==> config.mk <==
export PLATFORM = sky130hd
export DESIGN_NAME = sio_ctrl_gate
export DESIGN_NICKNAME = d
export VERILOG_FILES = /design/src/rtl/sio_ctrl_pkg.sv /design/src/rtl/sio_rst_sync.sv /design/src/rtl/sio_ctl_reg.sv /design/src/rtl/sio_rx_status.sv /design/src/rtl/sio_irq_gate.sv /design/src/rtl/sio_clk_sel.sv /design/src/rtl/sio_ctrl_gate.sv
export SDC_FILE = /design/constraint.sdc
export NUM_CORES = 1
export LEC_CHECK = 0
export BUFFER_PORTS_ARGS = -buffer_cell sky130_fd_sc_hd__buf_2
export CORE_MARGIN = 2
export CORE_UTILIZATION = 40
export CTS_BUF_LIST = sky130_fd_sc_hd__clkbuf_8
export CTS_CLUSTER_DIAMETER = 60
export CTS_CLUSTER_SIZE = 10
export DETAILED_ROUTE_END_ITERATION = 8
export PLACE_DENSITY = 0.79
export SYNTH_ARGS = -nofsm -noshare
export SYNTH_HDL_FRONTEND = slang
export SYNTH_SLANG_ARGS = --single-unit
==> constraint.sdc <==
create_clock -name clk -period 1 [get_ports clk]
set_input_delay 0.15 -clock clk [delete_from_list [all_inputs] [get_ports clk]]
set_output_delay 0.15 -clock clk [all_outputs]
set_load 0.02 [all_outputs]
==> src/rtl/sio_ctrl_pkg.sv <==
package sio_ctrl_pkg;
  localparam int unsigned CR_W  = 8;
  localparam int unsigned NFLAG = 3;

  typedef struct packed {
    logic tie;
    logic rie;
    logic te;
    logic re;
    logic mpie;
    logic teie;
    logic cke1;
    logic cke0;
  } ctrl_t;

  typedef struct packed {
    logic orer;
    logic fer;
    logic rdrf;
  } rx_flags_t;
endpackage

==> src/rtl/sio_rst_sync.sv <==
module sio_rst_sync #(
  parameter int unsigned STAGES = 2
) (
  input  logic clk,
  input  logic rst_n,
  output logic rst_sync_n
);
  logic [STAGES-1:0] sh_q;
  logic [STAGES-1:0] sh_d;

  always_comb sh_d = {sh_q[STAGES-2:0], 1'b1};

  always_ff @(posedge clk or negedge rst_n) begin
    if (!rst_n) sh_q <= '0;
    else        sh_q <= sh_d;
  end

  assign rst_sync_n = sh_q[STAGES-1];
endmodule

==> src/rtl/sio_ctl_reg.sv <==
module sio_ctl_reg
  import sio_ctrl_pkg::*;
(
  input  logic            clk,
  input  logic            rst_n,
  input  logic            wr_en,
  input  logic [CR_W-1:0] wdata,
  input  logic            mp_hit,
  output ctrl_t           ctrl
);
  ctrl_t ctrl_q;
  ctrl_t ctrl_d;
  logic  ld;

  always_comb begin
    ctrl_d = ctrl_q;
    ld     = wr_en | mp_hit;
    if (wr_en) begin
      ctrl_d = ctrl_t'(wdata);
    end else if (mp_hit) begin
      ctrl_d.mpie = 1'b0;
    end
  end

  always_ff @(posedge clk or negedge rst_n) begin
    if (!rst_n)  ctrl_q <= '0;
    else if (ld) ctrl_q <= ctrl_d;
  end

  assign ctrl = ctrl_q;
endmodule

==> src/rtl/sio_rx_status.sv <==
module sio_rx_status
  import sio_ctrl_pkg::*;
(
  input  logic             clk,
  input  logic             rst_n,
  input  logic             take,
  input  logic             frame_err,
  input  logic             overrun,
  input  logic [NFLAG-1:0] clr,
  output rx_flags_t        flags
);
  logic [NFLAG-1:0] set_v;
  logic [NFLAG-1:0] flag_q;

  always_comb begin
    set_v = '0;
    if (take) begin
      set_v = {overrun, frame_err, ~(frame_err | overrun)};
    end
  end

  for (genvar g = 0; g < NFLAG; g++) begin : g_flag
    logic en;
    logic nxt;
    always_comb begin
      en  = set_v[g] | clr[g];
      nxt = set_v[g];
    end
    always_ff @(posedge clk or negedge rst_n) begin
      if (!rst_n)  flag_q[g] <= 1'b0;
      else if (en) flag_q[g] <= nxt;
    end
  end

  assign flags = rx_flags_t'(flag_q);
endmodule

==> src/rtl/sio_irq_gate.sv <==
module sio_irq_gate (
  input  logic tie,
  input  logic rie,
  input  logic teie,
  input  logic mpie,
  input  logic rdrf,
  input  logic fer,
  input  logic orer,
  input  logic tx_empty,
  input  logic tx_end,
  output logic irq_txi,
  output logic irq_rxi,
  output logic irq_eri,
  output logic irq_tei
);
  logic rx_gate;

  always_comb begin
    rx_gate = rie & ~mpie;
    irq_txi = tie & tx_empty;
    irq_tei = teie & tx_end;
    irq_rxi = rx_gate & rdrf;
    irq_eri = rx_gate & (fer | orer);
  end
endmodule

==> src/rtl/sio_clk_sel.sv <==
module sio_clk_sel (
  input  logic sync_mode,
  input  logic cke1,
  input  logic cke0,
  output logic src_ext,
  output logic pin_drive,
  output logic ext_x16
);
  always_comb begin
    src_ext = cke1;
    if (sync_mode) begin
      pin_drive = ~cke1;
      ext_x16   = 1'b0;
    end else begin
      pin_drive = ~cke1 & cke0;
      ext_x16   = cke1;
    end
  end
endmodule

==> src/rtl/sio_ctrl_gate.sv <==
module sio_ctrl_gate
  import sio_ctrl_pkg::*;
(
  input  logic             clk,
  input  logic             rst_n,
  input  logic             reg_wr,
  input  logic [CR_W-1:0]  reg_wdata,
  output logic [CR_W-1:0]  reg_rdata,
  input  logic             rx_done,
  input  logic             rx_frame_err,
  input  logic             rx_overrun,
  input  logic             rx_mpb,
  input  logic [NFLAG-1:0] flag_clr,
  input  logic             tx_empty,
  input  logic             tx_end,
  input  logic             sync_mode,
  output logic             rdrf,
  output logic             fer,
  output logic             orer,
  output logic             irq_txi,
  output logic             irq_rxi,
  output logic             irq_eri,
  output logic             irq_tei,
  output logic             tx_en,
  output logic             rx_en,
  output logic             clk_src_ext,
  output logic             clk_pin_drive,
  output logic             clk_ext_x16
);
  logic      rst_sync_n;
  ctrl_t     ctrl;
  rx_flags_t flags;
  logic      rx_live;
  logic      rx_take;
  logic      mp_hit;

  sio_rst_sync #(.STAGES(2)) u_rst (
    .clk        (clk),
    .rst_n      (rst_n),
    .rst_sync_n (rst_sync_n)
  );

  always_comb begin
    rx_live = rx_done & ctrl.re;
    rx_take = rx_live & (~ctrl.mpie | rx_mpb);
    mp_hit  = rx_live & ctrl.mpie & rx_mpb;
  end

  sio_ctl_reg u_reg (
    .clk    (clk),
    .rst_n  (rst_sync_n),
    .wr_en  (reg_wr),
    .wdata  (reg_wdata),
    .mp_hit (mp_hit),
    .ctrl   (ctrl)
  );

  sio_rx_status u_stat (
    .clk       (clk),
    .rst_n     (rst_sync_n),
    .take      (rx_take),
    .frame_err (rx_frame_err),
    .overrun   (rx_overrun),
    .clr       (flag_clr),
    .flags     (flags)
  );

  sio_irq_gate u_irq (
    .tie      (ctrl.tie),
    .rie      (ctrl.rie),
    .teie     (ctrl.teie),
    .mpie     (ctrl.mpie),
    .rdrf     (flags.rdrf),
    .fer      (flags.fer),
    .orer     (flags.orer),
    .tx_empty (tx_empty),
    .tx_end   (tx_end),
    .irq_txi  (irq_txi),
    .irq_rxi  (irq_rxi),
    .irq_eri  (irq_eri),
    .irq_tei  (irq_tei)
  );

  sio_clk_sel u_clk (
    .sync_mode (sync_mode),
    .cke1      (ctrl.cke1),
    .cke0      (ctrl.cke0),
    .src_ext   (clk_src_ext),
    .pin_drive (clk_pin_drive),
    .ext_x16   (clk_ext_x16)
  );

  assign reg_rdata = ctrl;
  assign rdrf      = flags.rdrf;
  assign fer       = flags.fer;
  assign orer      = flags.orer;
  assign tx_en     = ctrl.te;
  assign rx_en     = ctrl.re;
endmodule

## Word-level counts from Yosys, hierarchy flattened

Index checks and enable logic that the tools add are counted.

| storage, ports and cells | value |
|---|---|
| bits in registers | 13 |
| input port bits | 21 |
| output and inout port bits | 20 |
| logic and storage cells | 40 |

| operators by class | value |
|---|---|
| muxes and demuxes | 5 |
| bitwise logic cells | 20 |
| reduce and logical (&&, ||, !) cells | 3 |

Operators with widths:

| operator | count |
|---|---|
| $and 1x1->1 | 10 |
| $or 1x1->1 | 7 |
| $mux 1 | 4 |
| $reduce_and 2->1 | 2 |
| $mux 3 | 1 |
| $not 1->1 | 3 |
| $reduce_bool 2->1 | 1 |

## Longest topological paths before layout

| logic depth | value |
|---|---|
| depth after elaboration | 5 |
| mapped depth | 3 |
| mapped depth without buffers | 2 |

## Hierarchy

Synthesis repeated with hierarchy kept, for this count alone.

| unflattened totals | value |
|---|---|
| cell total of the unflattened synthesis | 48 |
| area, all modules | 609.3 µm² |

Modules (own cells, without submodules):

| module | instances | cells an instance | area an instance (µm²) | seq. area each (µm²) |
|---|---|---|---|---|
| sio_ctl_reg | 1 | 18 | 329.1 | 200.2 |
| sio_rx_status | 1 | 12 | 123.9 | 75.1 |
| sio_rst_sync | 1 | 3 | 53.8 | 50.0 |
| sio_ctrl_gate | 1 | 7 | 38.8 | 0.0 |
| sio_irq_gate | 1 | 5 | 37.5 | 0.0 |
| sio_clk_sel | 1 | 3 | 26.3 | 0.0 |

## Worst setup path before layout

No wires, ideal clock.

| path | value |
|---|---|
| path kind | register to output |
| from | register u_stat.flag_q[1], in the netlist u_stat.flags[1] |
| to | output port irq_eri |
| data arrival time | 0.881 ns |
| required time | 0.850 ns |
| slack | -0.031 ns |
| stages on the path, launching flop included | 3 |
| buffers on the path | 0 |
| path through | dfrtp_1 -> inv_1 -> a21oi_1 |

| between the ends | value |
|---|---|
| cells in the longest elaborated chain, start to end | 2 |

Ends and longest elaborated chain:

| what | RTL line | source |
|---|---|---|
| from (decl) | sio_rx_status.sv:13 | `logic [NFLAG-1:0] flag_q;` |
| from (signal, indexed assignment) | sio_rx_status.sv:31 | `else if (en) flag_q[g] <= nxt;` |
| $or 1x1->1 | sio_irq_gate.sv:23 | `irq_eri = rx_gate & (fer \| orer);` |
| $and 1x1->1 | sio_irq_gate.sv:23 |  |
| to (decl) | sio_ctrl_gate.sv:22 | `output logic irq_eri,` |

Every way passes these cells.

## Final worst setup path

| path | value |
|---|---|
| from | register u_reg.ctrl_q, in the netlist u_reg.ctrl[3] |
| to | output port irq_eri |

| between the ends | value |
|---|---|
| cells in the longest elaborated chain, start to end | 3 |

Ends and longest elaborated chain:

| what | RTL line | source |
|---|---|---|
| from (decl) | sio_ctl_reg.sv:11 | `ctrl_t ctrl_q;` |
| from (signal assigned) | sio_ctl_reg.sv:27 | `else if (ld) ctrl_q <= ctrl_d;` |
| $not 1->1 | sio_irq_gate.sv:19 | `rx_gate = rie & ~mpie;` |
| $and 1x1->1 | sio_irq_gate.sv:19 |  |
| $and 1x1->1 | sio_irq_gate.sv:23 |  |

Every way passes these cells.

==> results.yml <==
run_status:
  run_status: "complete, but fails checks"
  violations: "setup timing"
worst_hold_path:
  hp-class: "input pin to flip-flop"
sta:
  setup_viol: 9
  setup_slack_ns: -0.1700
  hold_viol: 0
  max_freq_ghz: 0.8547
  rsz0062_at_grt: "true"
  fin_skew_ns: 0.002907
  slew_viol_final: 0
  finalCritPeriodShare_pct: 117.0
  fin_setup_tns_ns: -0.6121
  hold_ws_ns: 0.1002
  min_period_ns: 1.170
cells_and_area:
  drive_above_1_share_pct: 69.57
  final_common_cell: "buf_2"
  final_cells: 108
  multi_input_area_sq_um: 261.5
  layout_common_cells: "buf_2 (29), dfrtp_1 (12), buf_6 (10)"
  diodes: 0
  finalNetCount: 114
  nFillCells: 125
  area_growth_pct: 53.14
  seqCellArea_sq_um: 326.6
power:
  leakage_nw: 0.5270
  powerDensity_mw_per_mm2: 1525
  p_total_mw: 1.490
  ir_worst_vdd_uv: 1007
grt:
  grt_max_degree: 12
  grt_use_total_pct: 15.17
  grt_antenna_before_repair: 0
  grt_pass1_wl_microns: 2111
  grt_pass1_vias: 517
  grt-ovfl-total: 0
clock_network:
  cts_buffers: 3
  cts_tree: "done"
  clk_latency_ns: 0.24
  root_buffer: "clkbuf_8"
  ctsHtreeMaxLevel: 1
  path_clk_slew_ns: 0.05
  cts_sinks: 13
  ctsLongestPathBuffers: 2
drt:
  routed_wl_microns: 1439
  drt_iter0_drc: 1
  via_per_inst: 4.750
  drtPass1Iterations: 4
  ant_nets: 0
  wl_per_cell_microns: 13.32
  via_count: 513
  drc: 0
synth:
  syn_area_sq_um: 638.1
  yosys_warnings: 0
  synth-seq-cells: 13
  syn_nets: 73
  syn_area_per_cell_sq_um: 12.27
  yosys.cell_types.count: 16
  syn_inst: 52
  synthFlopType: "dfrtp_1"
  synth-seq-area-share_pct: 50.98
  synth_edf_count: 0
  async_reset_ff_share_pct: 100.0
setup_path:
  arrival_ns: 1.02
  endpoint_kind: "output pin"
  cp_slowest_cell: "dfrtp_1"
  worst_setup_path_start_kind: "flip-flop"
  critPathMaxFanout: 2
  cpLargestDelayFamily: "flip-flops"
  worstPathCellList: "nand2b_4, a21oi_2, buf_4"
  cp.required_ns: 0.85
  path_buf_inv: 1
  path_class: "flip-flop to output pin"
  worst_path_largest_cell_delay_ns: 0.37
die:
  pin_count: 41
  fp.dieH_microns: 43.94
  core_sq_mm: 0.001506
  rows: 14
  fp.dieW_microns: 43.94
  dieArea_sq_mm: 0.001931
  initial_core_util_pct: 42.36
placement:
  place_inst: 99
  port_buffers: 40
  hpwl_microns: 977.2
  gp_congestion: 0.7426
flow_run:
  drv_cap: 0
path summary, 6_finish.rpt:
path / from / end / slack (ns) / depth (start not counted)
min in group asynchronous: u_rst.sh_q[1]$_DFF_PN0_ / u_reg.ctrl[5]$_DFFE_PN0P_ / 0.18 / 0
hold / removal: flag_clr[2] / u_stat.flags[2]$_DFFE_PN0P_ / 0.10 / 2
setup reg to reg: u_reg.ctrl[3]$_DFFE_PN0P_ / u_stat.flags[1]$_DFFE_PN0P_ / 0.01 / 3
hold reg to reg: u_rst.sh_q[1]$_DFF_PN0_ / u_reg.ctrl[5]$_DFFE_PN0P_ / 0.18 / 0
setup / recovery: u_reg.ctrl[3]$_DFFE_PN0P_ / irq_eri / -0.17 / 3
max in group asynchronous: u_rst.sh_q[1]$_DFF_PN0_ / u_reg.ctrl[4]$_DFFE_PN0P_ / 0.49 / 0
area by class of cell:
type                            count  area share [%]
Clock buffer                        3           4.225
Clock inverter                      1          0.3841
Inverter                            5           1.921
Multi-Input combinational cell     25           26.76
Sequential cell                    13           33.42
Tap cell                           16           2.049
Timing Repair Buffer               45           31.24
metal layers:
metal,wire [microns],vias up,global-route usage (%),share of wire [%]
met2,843,14,26.76,59
li1,-,241,-,-
met5,0,-,0,0
met1,524,256,17.63,36
met4,13,0,5.455,0.90
met3,57,2,3.750,4.0
state kept, by name, summed over array words and instances (netlist names):
name          count
u_rst.sh_q        2
u_reg.ctrl        8
u_stat.flags      3
power breakdown:
| part | switching [mW] | leakage, nW | internal [mW] |
|---|---|---|---|
| combinational | 0.200 | 0.344 | 0.229 |
| sequential | 0.0457 | 0.156 | 0.574 |
| clock | 0.171 | 0.0269 | 0.270 |
| total | 0.417 | 0.527 | 1.07 |
kinds of logic after synthesis:
group                  Yosys count  synth area share, %
buffers and inverters           14                14.12
flip-flops                      13                50.98
AND/OR/NAND/NOR                 12                10.39
multiplexers                     7                16.47
AO/OA/AOI/OAI                    5                7.452
other                            1               0.5877
worst reg2reg max path, delay by kind of cell, from the launching register on:
family | cells | cell delay, ns
flip-flops | 1 | 0.37
buffers and inverters | 1 | 0.14
AO/OA/AOI/OAI | 1 | 0.23
AND/OR/NAND/NOR | 1 | 0.13
Yosys cell counts, types with 2 or more instances:
cell type	n	area, sq um
and2_1	2	12.51
buf_4	8	60.06
dfrtp_1	13	325.3
inv_1	5	18.77
mux2_4	7	105.1
nand2b_1	2	12.51
nor2_1	3	11.26
nor2b_1	3	18.77
o32ai_1	2	17.52
per-stage QoR:
step | utilization, % | setup slack, ns | instance area (sq um)
floorplan | - | 0.03009 | 644.4
global placement | 52.66 | 0.05938 | 793.3
detailed placement | 52.66 | 0.03199 | 793.3
CTS | 63.62 | -0.1474 | 958.4
global route | 64.87 | -0.2261 | 977.2
finish | 64.87 | -0.1700 | 977.2
what timing repair did:
action | 4_1_cts | 5_1_grt
endpoints found under the setup margin | 8 | 13
hold buffers | 1 | 0
gates resized for setup | 25 | 4
hold endpoints to repair | 2 | 0
pin swaps | 3 | 1
setup buffers | 4 | 0
Power figures use the tool's default switching activity.
